## src/rtl/pix_alu_pkg.sv

```systemverilog
package pix_alu_pkg;

    localparam int PIX_W     = 8;
    localparam int OP_W      = 7;
    localparam int SH_W      = 3;
    localparam int MC_W      = OP_W + SH_W;
    localparam int MAX_DLY   = 4;
    localparam int DSEL_W    = $clog2(MAX_DLY);
    localparam int CFG_A_W   = 2;

    localparam logic [CFG_A_W-1:0] ADDR_MCODE = 2'd0;
    localparam logic [CFG_A_W-1:0] ADDR_CONST = 2'd1;
    localparam logic [CFG_A_W-1:0] ADDR_DELAY = 2'd2;

    typedef enum logic [OP_W-1:0] {
        OP_PASS_A  = 7'd0,
        OP_ZERO    = 7'd1,
        OP_ONES    = 7'd2,
        OP_PASS_B  = 7'd3,
        OP_NOT_A   = 7'd4,
        OP_NOT_B   = 7'd5,
        OP_ADD     = 7'd6,
        OP_A_MIN_B = 7'd7,
        OP_B_MIN_A = 7'd8,
        OP_AND     = 7'd9,
        OP_OR      = 7'd10,
        OP_XOR     = 7'd11,
        OP_NAND    = 7'd12,
        OP_NOR     = 7'd13,
        OP_XNOR    = 7'd14,
        OP_A_ANDN  = 7'd15,
        OP_NA_AND  = 7'd16,
        OP_A_ORN   = 7'd17,
        OP_NA_OR   = 7'd18
    } alu_op_e;

    typedef enum logic [SH_W-1:0] {
        SH_NONE = 3'd0,
        SH_R1   = 3'd1,
        SH_R2   = 3'd2,
        SH_R3   = 3'd3,
        SH_L1   = 3'd4,
        SH_L2   = 3'd5,
        SH_L3   = 3'd6,
        SH_BAD  = 3'd7
    } shift_e;

    typedef struct packed {
        logic [SH_W-1:0] shift;
        logic [OP_W-1:0] op;
    } mcode_t;

    function automatic logic is_right(input logic [SH_W-1:0] s);
        return (s == SH_R1) || (s == SH_R2) || (s == SH_R3);
    endfunction

    function automatic logic is_left(input logic [SH_W-1:0] s);
        return (s == SH_L1) || (s == SH_L2) || (s == SH_L3);
    endfunction

endpackage

```

## src/rtl/pix_delay.sv

```systemverilog
module pix_delay #(
    parameter int DW    = 8,
    parameter int DEPTH = 4,
    localparam int SW   = (DEPTH > 1) ? $clog2(DEPTH) : 1
) (
    input  logic          clk,
    input  logic          rst,
    input  logic [DW-1:0] din,
    input  logic [SW-1:0] sel,
    output logic [DW-1:0] dout
);

    logic [DW-1:0] stage [DEPTH];

    always_ff @(posedge clk) begin
        if (rst) stage[0] <= '0;
        else     stage[0] <= din;
    end

    for (genvar g = 1; g < DEPTH; g++) begin : g_stage
        always_ff @(posedge clk) begin
            if (rst) stage[g] <= '0;
            else     stage[g] <= stage[g-1];
        end

        a_r1_chain_step: assert property (@(posedge clk) disable iff (rst)
            1'b1 |=> stage[g] == $past(stage[g-1]));
    end

    assign dout = stage[sel];

    a_r1_first_stage: assert property (@(posedge clk) disable iff (rst)
        1'b1 |=> stage[0] == $past(din));

endmodule

```

## src/rtl/pix_alu_core.sv

```systemverilog
module pix_alu_core
    import pix_alu_pkg::*;
#(
    parameter int DW = 8
) (
    input  logic [DW-1:0]   a,
    input  logic [DW-1:0]   b,
    input  logic [OP_W-1:0] op,
    output logic [DW-1:0]   res
);

    always_comb begin
        case (op)
            OP_ZERO:    res = '0;
            OP_ONES:    res = '1;
            OP_PASS_B:  res = b;
            OP_NOT_A:   res = ~a;
            OP_NOT_B:   res = ~b;
            OP_ADD:     res = a + b;
            OP_A_MIN_B: res = a - b;
            OP_B_MIN_A: res = b - a;
            OP_AND:     res = a & b;
            OP_OR:      res = a | b;
            OP_XOR:     res = a ^ b;
            OP_NAND:    res = ~(a & b);
            OP_NOR:     res = ~(a | b);
            OP_XNOR:    res = ~(a ^ b);
            OP_A_ANDN:  res = a & ~b;
            OP_NA_AND:  res = ~a & b;
            OP_A_ORN:   res = a | ~b;
            OP_NA_OR:   res = ~a | b;
            default:    res = a;
        endcase
    end

endmodule

```

## src/rtl/pix_shift.sv

```systemverilog
module pix_shift
    import pix_alu_pkg::*;
#(
    parameter int DW = 8
) (
    input  logic [DW-1:0]   din,
    input  logic [SH_W-1:0] code,
    output logic [DW-1:0]   dout
);

    always_comb begin
        case (code)
            SH_R1:   dout = din >> 1;
            SH_R2:   dout = din >> 2;
            SH_R3:   dout = din >> 3;
            SH_L1:   dout = din << 1;
            SH_L2:   dout = din << 2;
            SH_L3:   dout = din << 3;
            default: dout = din;
        endcase
    end

endmodule

```

## src/rtl/pix_alu_shift.sv

```systemverilog
module pix_alu_shift
    import pix_alu_pkg::*;
(
    input  logic               clk,
    input  logic               rst,
    input  logic [PIX_W-1:0]   pix_in,
    input  logic               cfg_we,
    input  logic [CFG_A_W-1:0] cfg_addr,
    input  logic [MC_W-1:0]    cfg_data,
    output logic [PIX_W-1:0]   pix_out
);

    mcode_t              mcode_q;
    logic [PIX_W-1:0]    const_q;
    logic [DSEL_W-1:0]   dly_q;
    logic [PIX_W-1:0]    pix_dly;
    logic [PIX_W-1:0]    alu_res;
    logic [PIX_W-1:0]    shf_res;
    logic [PIX_W-1:0]    out_q;

    always_ff @(posedge clk) begin
        if (rst) begin
            mcode_q <= '{shift: SH_NONE, op: OP_PASS_A};
            const_q <= '0;
            dly_q   <= '0;
        end else if (cfg_we) begin
            case (cfg_addr)
                ADDR_MCODE: mcode_q <= mcode_t'(cfg_data);
                ADDR_CONST: const_q <= cfg_data[PIX_W-1:0];
                ADDR_DELAY: dly_q   <= cfg_data[DSEL_W-1:0];
                default:    ;
            endcase
        end
    end

    pix_delay #(.DW(PIX_W), .DEPTH(MAX_DLY)) u_dly (
        .clk  (clk),
        .rst  (rst),
        .din  (pix_in),
        .sel  (dly_q),
        .dout (pix_dly)
    );

    pix_alu_core #(.DW(PIX_W)) u_alu (
        .a   (pix_dly),
        .b   (const_q),
        .op  (mcode_q.op),
        .res (alu_res)
    );

    pix_shift #(.DW(PIX_W)) u_shf (
        .din  (alu_res),
        .code (mcode_q.shift),
        .dout (shf_res)
    );

    always_ff @(posedge clk) begin
        if (rst) out_q <= '0;
        else     out_q <= shf_res;
    end

    assign pix_out = out_q;

    a_r3_mcode_load: assert property (@(posedge clk) disable iff (rst)
        (cfg_we && cfg_addr == ADDR_MCODE) |=> mcode_q == $past(cfg_data));

    a_r2_const_load: assert property (@(posedge clk) disable iff (rst)
        (cfg_we && cfg_addr == ADDR_CONST) |=> const_q == $past(cfg_data[PIX_W-1:0]));

    a_r2_const_hold: assert property (@(posedge clk) disable iff (rst)
        !(cfg_we && cfg_addr == ADDR_CONST) |=> $stable(const_q));

    a_r10_reset_defaults: assert property (@(posedge clk) disable iff (rst)
        $past(rst) |-> (mcode_q == '0 && const_q == '0 && dly_q == '0 && pix_out == '0));

    a_r6_right_zero_fill: assert property (@(posedge clk) disable iff (rst)
        is_right(mcode_q.shift) |-> shf_res[PIX_W-1] == 1'b0);

    a_r7_left_zero_lsb: assert property (@(posedge clk) disable iff (rst)
        is_left(mcode_q.shift) |-> shf_res[0] == 1'b0);

    a_r8_invalid_passes: assert property (@(posedge clk) disable iff (rst)
        (mcode_q.shift == SH_BAD) |-> shf_res == alu_res);

    a_r1_output_follows: assert property (@(posedge clk) disable iff (rst)
        1'b1 |=> pix_out == $past(shf_res));

endmodule

```

## config.mk

```make
export PLATFORM = sky130hd
export DESIGN_NAME = pix_alu_shift
export DESIGN_NICKNAME = d
export VERILOG_FILES = /design/src/rtl/pix_alu_pkg.sv /design/src/rtl/pix_delay.sv /design/src/rtl/pix_alu_core.sv /design/src/rtl/pix_shift.sv /design/src/rtl/pix_alu_shift.sv
export SDC_FILE = /design/constraint.sdc
export NUM_CORES = 1
export LEC_CHECK = 0
export BUFFER_PORTS_ARGS = -buffer_cell sky130_fd_sc_hd__clkbuf_2
export CORE_UTILIZATION = 30
export CTS_CLUSTER_DIAMETER = 80
export CTS_CLUSTER_SIZE = 30
export DETAILED_ROUTE_END_ITERATION = 8
export GPL_TIMING_DRIVEN = 0
export SYNTH_ARGS = -nofsm -noshare
export SYNTH_HDL_FRONTEND = slang
export SYNTH_SLANG_ARGS = --single-unit
```

## constraint.sdc

```tcl
create_clock -name clk -period 3.5 [get_ports clk]
set_input_delay 0.175 -clock clk [delete_from_list [all_inputs] [get_ports clk]]
set_output_delay 0.175 -clock clk [all_outputs]
set_load 0.05 [all_outputs]
```

==> results of run 1 <==
==> sequential cells by signal (all words and copies together), names as in the netlist, named ones only <==
signal	flops
mcode_q	10
const_q	8
u_dly.stage	32
dly_q	2
pix_out	8
==> stage by stage <==
step / power [mW] / setup TNS, ns / utilization, %
2_1_floorplan: 1.22 / 0 / -
3_3_place_gp: 1.39 / -3.86 / 33.8
3_5_place_dp: 1.39 / -3.67 / 33.8
4_1_cts: 2.45 / -0.504 / 38.0
5_1_grt: 2.62 / -2.13 / 39.4
6_report: 2.52 / -0.745 / 39.4
==> where the power goes <==
group,total (mW),internal (mW),switching (mW)
Clock,0.971,0.661,0.311
Sequential,0.765,0.740,0.0249
Combinational,0.782,0.328,0.455
==> cells by family after synthesis <==
logic type,after synthesis
buffers and inverters,69
muxes,39
AOI/OAI and AO/OA,149
and+or+nand+nor,197
xor gates and xnor gates,17
adders and majority gates,48
DFF,62
==> layout make-up <==
class / count / share of cell area [%]
tap: 216 / 4.27
buffer: 36 / 2.95
inverter: 31 / 1.94
clock inverter: 5 / 1.29
timing repair buffer: 63 / 6.81
multi-input combinational: 450 / 59.1
clock buffer: 11 / 4.00
sequential: 62 / 19.7
==> synth_stat cells (all sizes together), types with 5 or more instances <==
cell,instances
a2111oi,9
a211oi,5
a21oi,25
a221oi,10
a31oi,13
buf,17
clkbuf,21
dfxtp,62
ha,46
inv,30
mux2i,27
mux4,8
nand2,22
nand2b,8
nand3,11
nand4,7
nor2,60
nor2b,39
nor3,19
nor4,6
o211ai,5
o21ai,18
o22ai,10
or3,6
xnor2,11
xor2,6
==> layer usage <==
layer  vias up  share of wire [%]  wire [um]
li1       2282                  -          -
met3        59                8.9       1510
met5         -                  0          0
met1      2417                 42       7140
met2       290                 44       7590
met4         0                5.0        853
==> critical path, stage by stage, from the launching register on <==
cell and delay (ns):
sky130_fd_sc_hd__dfxtp_2 0.32, sky130_fd_sc_hd__buf_8 0.13, sky130_fd_sc_hd__mux4_2 0.62, sky130_fd_sc_hd__buf_6 0.17
sky130_fd_sc_hd__buf_6 0.12, sky130_fd_sc_hd__ha_1 0.29, sky130_fd_sc_hd__nor3_1 0.06, sky130_fd_sc_hd__or4_1 0.47
sky130_fd_sc_hd__a311oi_1 0.28, sky130_fd_sc_hd__o31ai_1 0.10, sky130_fd_sc_hd__o211a_2 0.19, sky130_fd_sc_hd__or2_1 0.24
sky130_fd_sc_hd__a221oi_2 0.23, sky130_fd_sc_hd__a21oi_1 0.08, sky130_fd_sc_hd__a221oi_2 0.29
==> timing repair <==
| item | in CTS | in global routing |
|---|---|---|
| endpoints found under the setup margin | 8 | 8 |
| buffers inserted | 21 | 13 |
| pin swaps | 32 | 19 |
| resized for setup | 42 | 28 |
==> worst max path at each step <==
stage               slack [ns]         end  cells past startpoint        from
floorplan                 0.02  pix_out[3]                     16    register
global placement         -0.60  pix_out[6]                     13  mcode_q[5]
detailed placement       -0.57  pix_out[6]                     14  mcode_q[3]
CTS                      -0.14  pix_out[7]                     15    register
global route             -0.38  pix_out[7]                     16    register
finish                   -0.19  pix_out[2]                     14    register
==> qor.txt, run 1 <==
Flop and latch count out of synthesis -> 62
GRT Max-Usage Layer -> met2
Fraction of layout cells with a size suffix above 1 -> 26.4%
Detail-routed net length per standard cell -> 19.6 um
Type of element capturing the critical path -> register
Largest net degree at the start of global routing -> 20
Worst setup path category -> reg2reg
Count of maximum capacitance violations -> 0
Power density normalized to cell area -> 398 nW/um2
Core area -> 16100 um2
DRT Pass-1 Iters -> 5
Layout area overhead -> 26.4%
Length in cells of the worst reg-to-reg path -> 14
Worst reg2reg endpoint -> pix_out[2]
Placed instance count -> 826
Vias -> 5048
Placement-stage worst setup slack -> -0.575 ns
Min-Delay Path Class -> in2reg
Sequential cell area in the final layout -> 1240 um2
Min-Delay Path Depth -> 2
Post-synthesis share of cell area spent on and, or, nand and nor gates -> 21.4%
Slew at the pin closest to its max-slew limit -> 1.41 ns
Number of port buffers -> 29
Die Y -> 131 um
Count of antenna diodes in the layout -> 0
Total Wirelength -> 17100 um
Final setup violation count -> 8
RSZ-0062 raised after global routing -> yes
Largest family of logic cells by synthesized area -> compound AO/OA/AOI/OAI gates
Vias in the first global route -> 4834
Worst VDD drop -> 0.440 mV
Global-route usage over all layers -> 19.8%
Congestion Overflow GR -> 0
Xor and xnor area share after synthesis -> 2.98%
Synthesized instance count -> 581
Clock root buffer -> sky130_fd_sc_hd__clkbuf_16
Met2 usage in global routing -> 31.0%
Antenna violation net count after detailed routing -> 0
Std-Cell Rows -> 46
Synthesis Warnings -> 0
Commonest cells after routing, fill and taps aside -> sky130_fd_sc_hd__dfxtp_1 (60), sky130_fd_sc_hd__nor2_1 (56), sky130_fd_sc_hd__ha_1 (40), sky130_fd_sc_hd__nor2b_1 (38), sky130_fd_sc_hd__clkbuf_2 (30)
NumNets Final -> 724
Final std cells w/o fill -> 874
Adder-cell area share of the yosys netlist -> 12.3%
Share of the synthesized area in the top cell type -> 24.8%
Placer's final routability congestion estimate -> 1.00
Maximum count of clock buffers along a single path -> 2
Setup Skew -> 0.00998 ns
Global-route wire length before repair -> 26700 um
Sequential cell area fraction in the yosys report -> 24.8%
Most used flip-flop cell after synthesis -> sky130_fd_sc_hd__dfxtp_1
Post-Syn Area -> 5000 um2
Starting Density -> 31.1%
Mean area per synthesized cell -> 8.61 um2
Post-Syn Nets -> 652
Complex-gate fraction of the synthesized area -> 22.5%
Flop-to-flop setup slack -> -0.19 ns
Die ar. -> 17200 um2
Maximum frequency from static timing analysis -> 0.271 GHz
Residual DRC count -> 0
Number of sinks on the clock net -> 62
Most common cell after layout, fill and taps aside -> sky130_fd_sc_hd__dfxtp_1
Worst-path maximum fanout -> 7
Clock-pin slew reported for the worst setup and hold paths after clock tree synthesis -> 0.05 ns
Data arrival time of the worst path -> 3.93 ns
Number of hold violations in the final report -> 0
Worst min-delay path endpoint -> u_dly.stage[0][5]
Final hold slack -> 0.0507 ns
Placed Instance Area -> 5430 um2
Data required time of the critical path -> 3.74 ns
Width of the chip -> 131 um
CTS tree -> yes
Share of cell area taken by muxes after synthesis -> 9.91%
Area taken by multi-input logic gates -> 3740 um2
Min setup slack post-route -> -0.189 ns
Cts-stage hold buffer count -> 0
Final worst path period need -> 3.69 ns
Count of pins on the block boundary -> 31
Static Leak -> 2.48 nW
FFs w/ async S/R, synth -> 0%
Portion of the clock cycle consumed by the worst path in the final layout -> 105%
Count of different cell masters after synthesis -> 82
Met3 demand-to-capacity share in global routing -> 4.48%
Average via count per standard cell -> 5.78
Top area cells in the synthesized netlist -> sky130_fd_sc_hd__dfxtp_1 (25%), sky130_fd_sc_hd__ha_1 (12%), sky130_fd_sc_hd__mux2i_1 (5.4%), sky130_fd_sc_hd__nor2b_1 (4.8%), sky130_fd_sc_hd__nor2_1 (4.5%)
Biggest area consumer among synthesized cells -> sky130_fd_sc_hd__dfxtp_1
Worst relative slew slack -> 5.72%
Number of buffers added by the clock tree synthesis step -> 9
Crit path launch type -> register
Area of all placed cells without fillers -> 6320 um2
Antenna violations before repair -> 0
Hold path startpoint -> pix_in[5]
GR met1 Demand/Resource -> 25.1%
Final number of max-transition violations -> 0
Violations in the final reports -> setup timing
Clock latency on the worst-skew pair -> 0.33 ns
Final HPWL DP -> 12300 um
Outcome -> finished with violations
Fillcell total -> 1606
H-Tree Level Count -> 3
Number of violations reported at the end of detailed-routing iteration 0 -> 522
Count of flip-flops with a built-in enable after synthesis -> 0
(Power assumes the default switching activity.)
==> inputs of run 2 (changes only) <==
--- a/config.mk
+++ b/config.mk
@@ -5,6 +5,7 @@
 export SDC_FILE = /design/constraint.sdc
 export NUM_CORES = 1
 export LEC_CHECK = 0
+export ABC_AREA = 1
 export BUFFER_PORTS_ARGS = -buffer_cell sky130_fd_sc_hd__clkbuf_2
 export CORE_UTILIZATION = 30
 export CTS_CLUSTER_DIAMETER = 80
==> run 2 against run 1 <==
The run now ends clean. Count of clock-buffer cells in the layout grew 2. Clock power shrank 14%. Clock skew shrank 0.0046 ns. Via count grew 6.5%. Worst hold slack lost 0.023 ns. Sequential share of layout area grew 1.5 points. Global-route usage shrank 1.6 points. Area after synthesis grew 1.9%. Combinational power shrank 0.8%. Non-clock buffer count shrank 48. Largest cell class unchanged. Highest routed layer unchanged.
==> qor.txt, run 2 <==
Total power after layout -> 2.39 mW
Maximum count of clock buffers along a single path -> 2
Post-Route Setup TNS -> 0 ns
Worst relative slew slack -> 41.6%
Part of the power in the clock network -> 35.1%
Count of different cell masters after synthesis -> 38
Count of maximum capacitance violations -> 0
Placed Instance Area -> 5520 um2
Post-Syn Nets -> 888
Average via count per standard cell -> 4.96
Final HPWL DP -> 12200 um
Number of port buffers -> 29
FFs w/ async S/R, synth -> 0%
Vias in the first global route -> 4990
Worst VDD drop -> 0.336 mV
Congestion Overflow GR -> 0
Number of buffers added by the clock tree synthesis step -> 9
Cell with the most instances after synthesis -> sky130_fd_sc_hd__nand2_1
Die ar. -> 17500 um2
Number of violations reported at the end of detailed-routing iteration 0 -> 385
Data required time of the critical path -> 3.71 ns
Worst-path maximum fanout -> 17
Width of the chip -> 132 um
DRT Pass-1 Iters -> 5
Crit-path cells -> buf_8 -> inv_2 -> buf_6 -> nand2_1 -> nand3_1 -> nand2_4 -> ha_1 -> o21ai_0 -> fa_1 -> xor2_1 -> nand2_1 -> nand3_1 -> nor2_1 -> nand3_2 -> and2_4 -> nand2_2 -> o211ai_1 -> a21oi_1 -> nor2_1
Cell with the biggest individual delay on the critical path -> sky130_fd_sc_hd__fa_1
Static Leak -> 2.77 nW
Internal power of the cells -> 1.53 mW
Std-Cell Rows -> 47
Total Wirelength -> 15600 um
Count of flip-flops with a built-in enable after synthesis -> 0
Most used flip-flop cell after synthesis -> sky130_fd_sc_hd__dfxtp_1
Global-route wire length before repair -> 25000 um
Core area -> 16600 um2
Min-Delay Path Depth -> 3
List of most frequent post-synthesis cells -> sky130_fd_sc_hd__nand2_1 (186), sky130_fd_sc_hd__nor2_1 (120), sky130_fd_sc_hd__inv_1 (103), sky130_fd_sc_hd__nand3_1 (80), sky130_fd_sc_hd__dfxtp_1 (62)
H-Tree Level Count -> 3
Area of all placed cells without fillers -> 5870 um2
Count of antenna diodes in the layout -> 0
Biggest area consumer among synthesized cells -> sky130_fd_sc_hd__dfxtp_1
Placer's final routability congestion estimate -> 0.945
Utilization after layout -> 35.4%
Setup Skew -> 0.00538 ns
Most common cell after layout, fill and taps aside -> sky130_fd_sc_hd__nand2_1
Commonest cells after routing, fill and taps aside -> sky130_fd_sc_hd__nand2_1 (184), sky130_fd_sc_hd__nor2_1 (119), sky130_fd_sc_hd__inv_1 (102), sky130_fd_sc_hd__nand3_1 (80), sky130_fd_sc_hd__dfxtp_1 (62)
Placed instance count -> 1066
Sequential cell area fraction in the yosys report -> 24.4%
Largest register by flop count -> u_dly.stage
Portion of the clock cycle consumed by the worst path in the final layout -> 93.3%
Largest regs -> u_dly.stage x32, mcode_q x10
Post-Syn Area -> 5090 um2
NumNets Final -> 931
Min-Delay Path Class -> in2reg
Clock-pin slew reported for the worst setup and hold paths after clock tree synthesis -> 0.05 ns
Antenna violations before repair -> 0
Length in cells of the worst reg-to-reg path -> 19
Clock latency on the worst-skew pair -> 0.33 ns
Starting Density -> 30.7%
Antenna violation net count after detailed routing -> 0
Number of sinks on the clock net -> 62
Fraction of layout cells with a size suffix above 1 -> 12.2%
Global-route usage over all layers -> 18.3%
Psw -> 865 uW
Synthesized instance count -> 817
Max stage delay on crit path -> 0.48 ns
Final worst path period need -> 3.27 ns
Flop and latch count out of synthesis -> 62
Top area cells in the synthesized netlist -> sky130_fd_sc_hd__dfxtp_1 (24%), sky130_fd_sc_hd__nand2_1 (14%), sky130_fd_sc_hd__ha_1 (11%), sky130_fd_sc_hd__nor2_1 (8.8%), sky130_fd_sc_hd__nand3_1 (7.9%)
Count of pins on the block boundary -> 31
Outcome -> finished, final reports clean
Layout area overhead -> 15.1%
Final setup violation count -> 0
Largest net degree at the start of global routing -> 20
Mean area per synthesized cell -> 6.24 um2
Residual DRC count -> 0
Vias -> 5377
Type of element capturing the critical path -> register
Relative contribution of combinational cells to total power -> 32.5%
Crit path launch type -> register
CTS tree -> yes
Number of hold violations in the final report -> 0
Clock root buffer -> sky130_fd_sc_hd__clkbuf_16
Maximum frequency from static timing analysis -> 0.306 GHz
Final number of max-transition violations -> 0
Switching part of the total power -> 36.2%
Detail-routed net length per standard cell -> 14.4 um
Sequential Power Share -> 32.4%
Slew at the pin closest to its max-slew limit -> 0.869 ns
Final std cells w/o fill -> 1084
Die Y -> 132 um
Share of the synthesized area in the top cell type -> 24.4%
Flip-flop count of the largest register, all copies and words added -> 32
Synthesis Warnings -> 0
Data arrival time of the worst path -> 3.47 ns
Power density normalized to cell area -> 407 nW/um2
Worst setup path category -> reg2reg
-- run 2: final timing paths --
path	to	start	slack (ns)
worst max-delay path	pix_out[0]	register	0.23
worst min-delay path	u_dly.stage[0][7]	pix_in[7]	0.03
worst max register to register	pix_out[0]	register	0.23
worst min register to register	u_dly.stage[1][3]	u_dly.stage[0][3]	0.42
-- run 2: critical path: cells and delay by family (launching register included) --
kind            cells  cell delay, ns
compound gates      3            0.40
xor+xnor            1            0.19
fa+ha+maj           2            0.76
buf+inv             3            0.40
flops               1            0.32
simple gates       10            1.09
-- run 2: area by class of cell --
type	count	area [um2]
fill	1826	10700
clock inverter	2	16.3
clock buffer	13	270
timing repair buffer	33	175
inverter	112	420
buffer	18	119
multi-input combinational	624	3350
sequential	62	1240
tap	220	275
-- run 2: repair_timing --
action / 4_1_cts / 5_1_grt
pin swaps: 0 / 2
buffers inserted: 0 / 4
hold buffers: 0 / 0
gates resized for setup: 3 / 11
setup endpoints to repair: 8 / 8
-- run 2: cell families (layout without fill, tap and decap cells) --
kind of cell	Yosys count	in the layout	share of synthesized area [%]
flops	62	62	24.4
compound gates	111	111	11.8
simple gates	457	457	39.9
xor+xnor	8	8	1.38
fa+ha+maj	48	48	12.1
buf+inv	131	178	10.5
-- run 2: power by group through the flow --
stage	Clock (mW)	Sequential (mW)	Combinational [mW]
floorplan	0	0.835	0.503
global placement	0	0.788	0.743
detailed placement	0	0.788	0.742
CTS	0.862	0.774	0.748
global route	0.893	0.779	0.862
finish	0.839	0.775	0.776
-- run 2: metrics by stage --
stage,setup WS [ns],hold WS (ns)
after floorplan,0.474,0.282
after global placement,-0.157,0.369
after detailed placement,-0.138,0.370
after CTS,0.107,0.0177
after global routing,-0.0365,0.0261
final,0.234,0.0273
-- run 2: routing by layer --
layer  track usage [%]  wire length, um  up-vias  share of wire [%]
met5                 0                0        -                  0
met4              12.1              753        0                4.8
met3              3.15             1140       56                7.3
met2              28.7             6880      209                 44
met1              22.9             6880     2398                 44
li1                  -                -     2714                  -
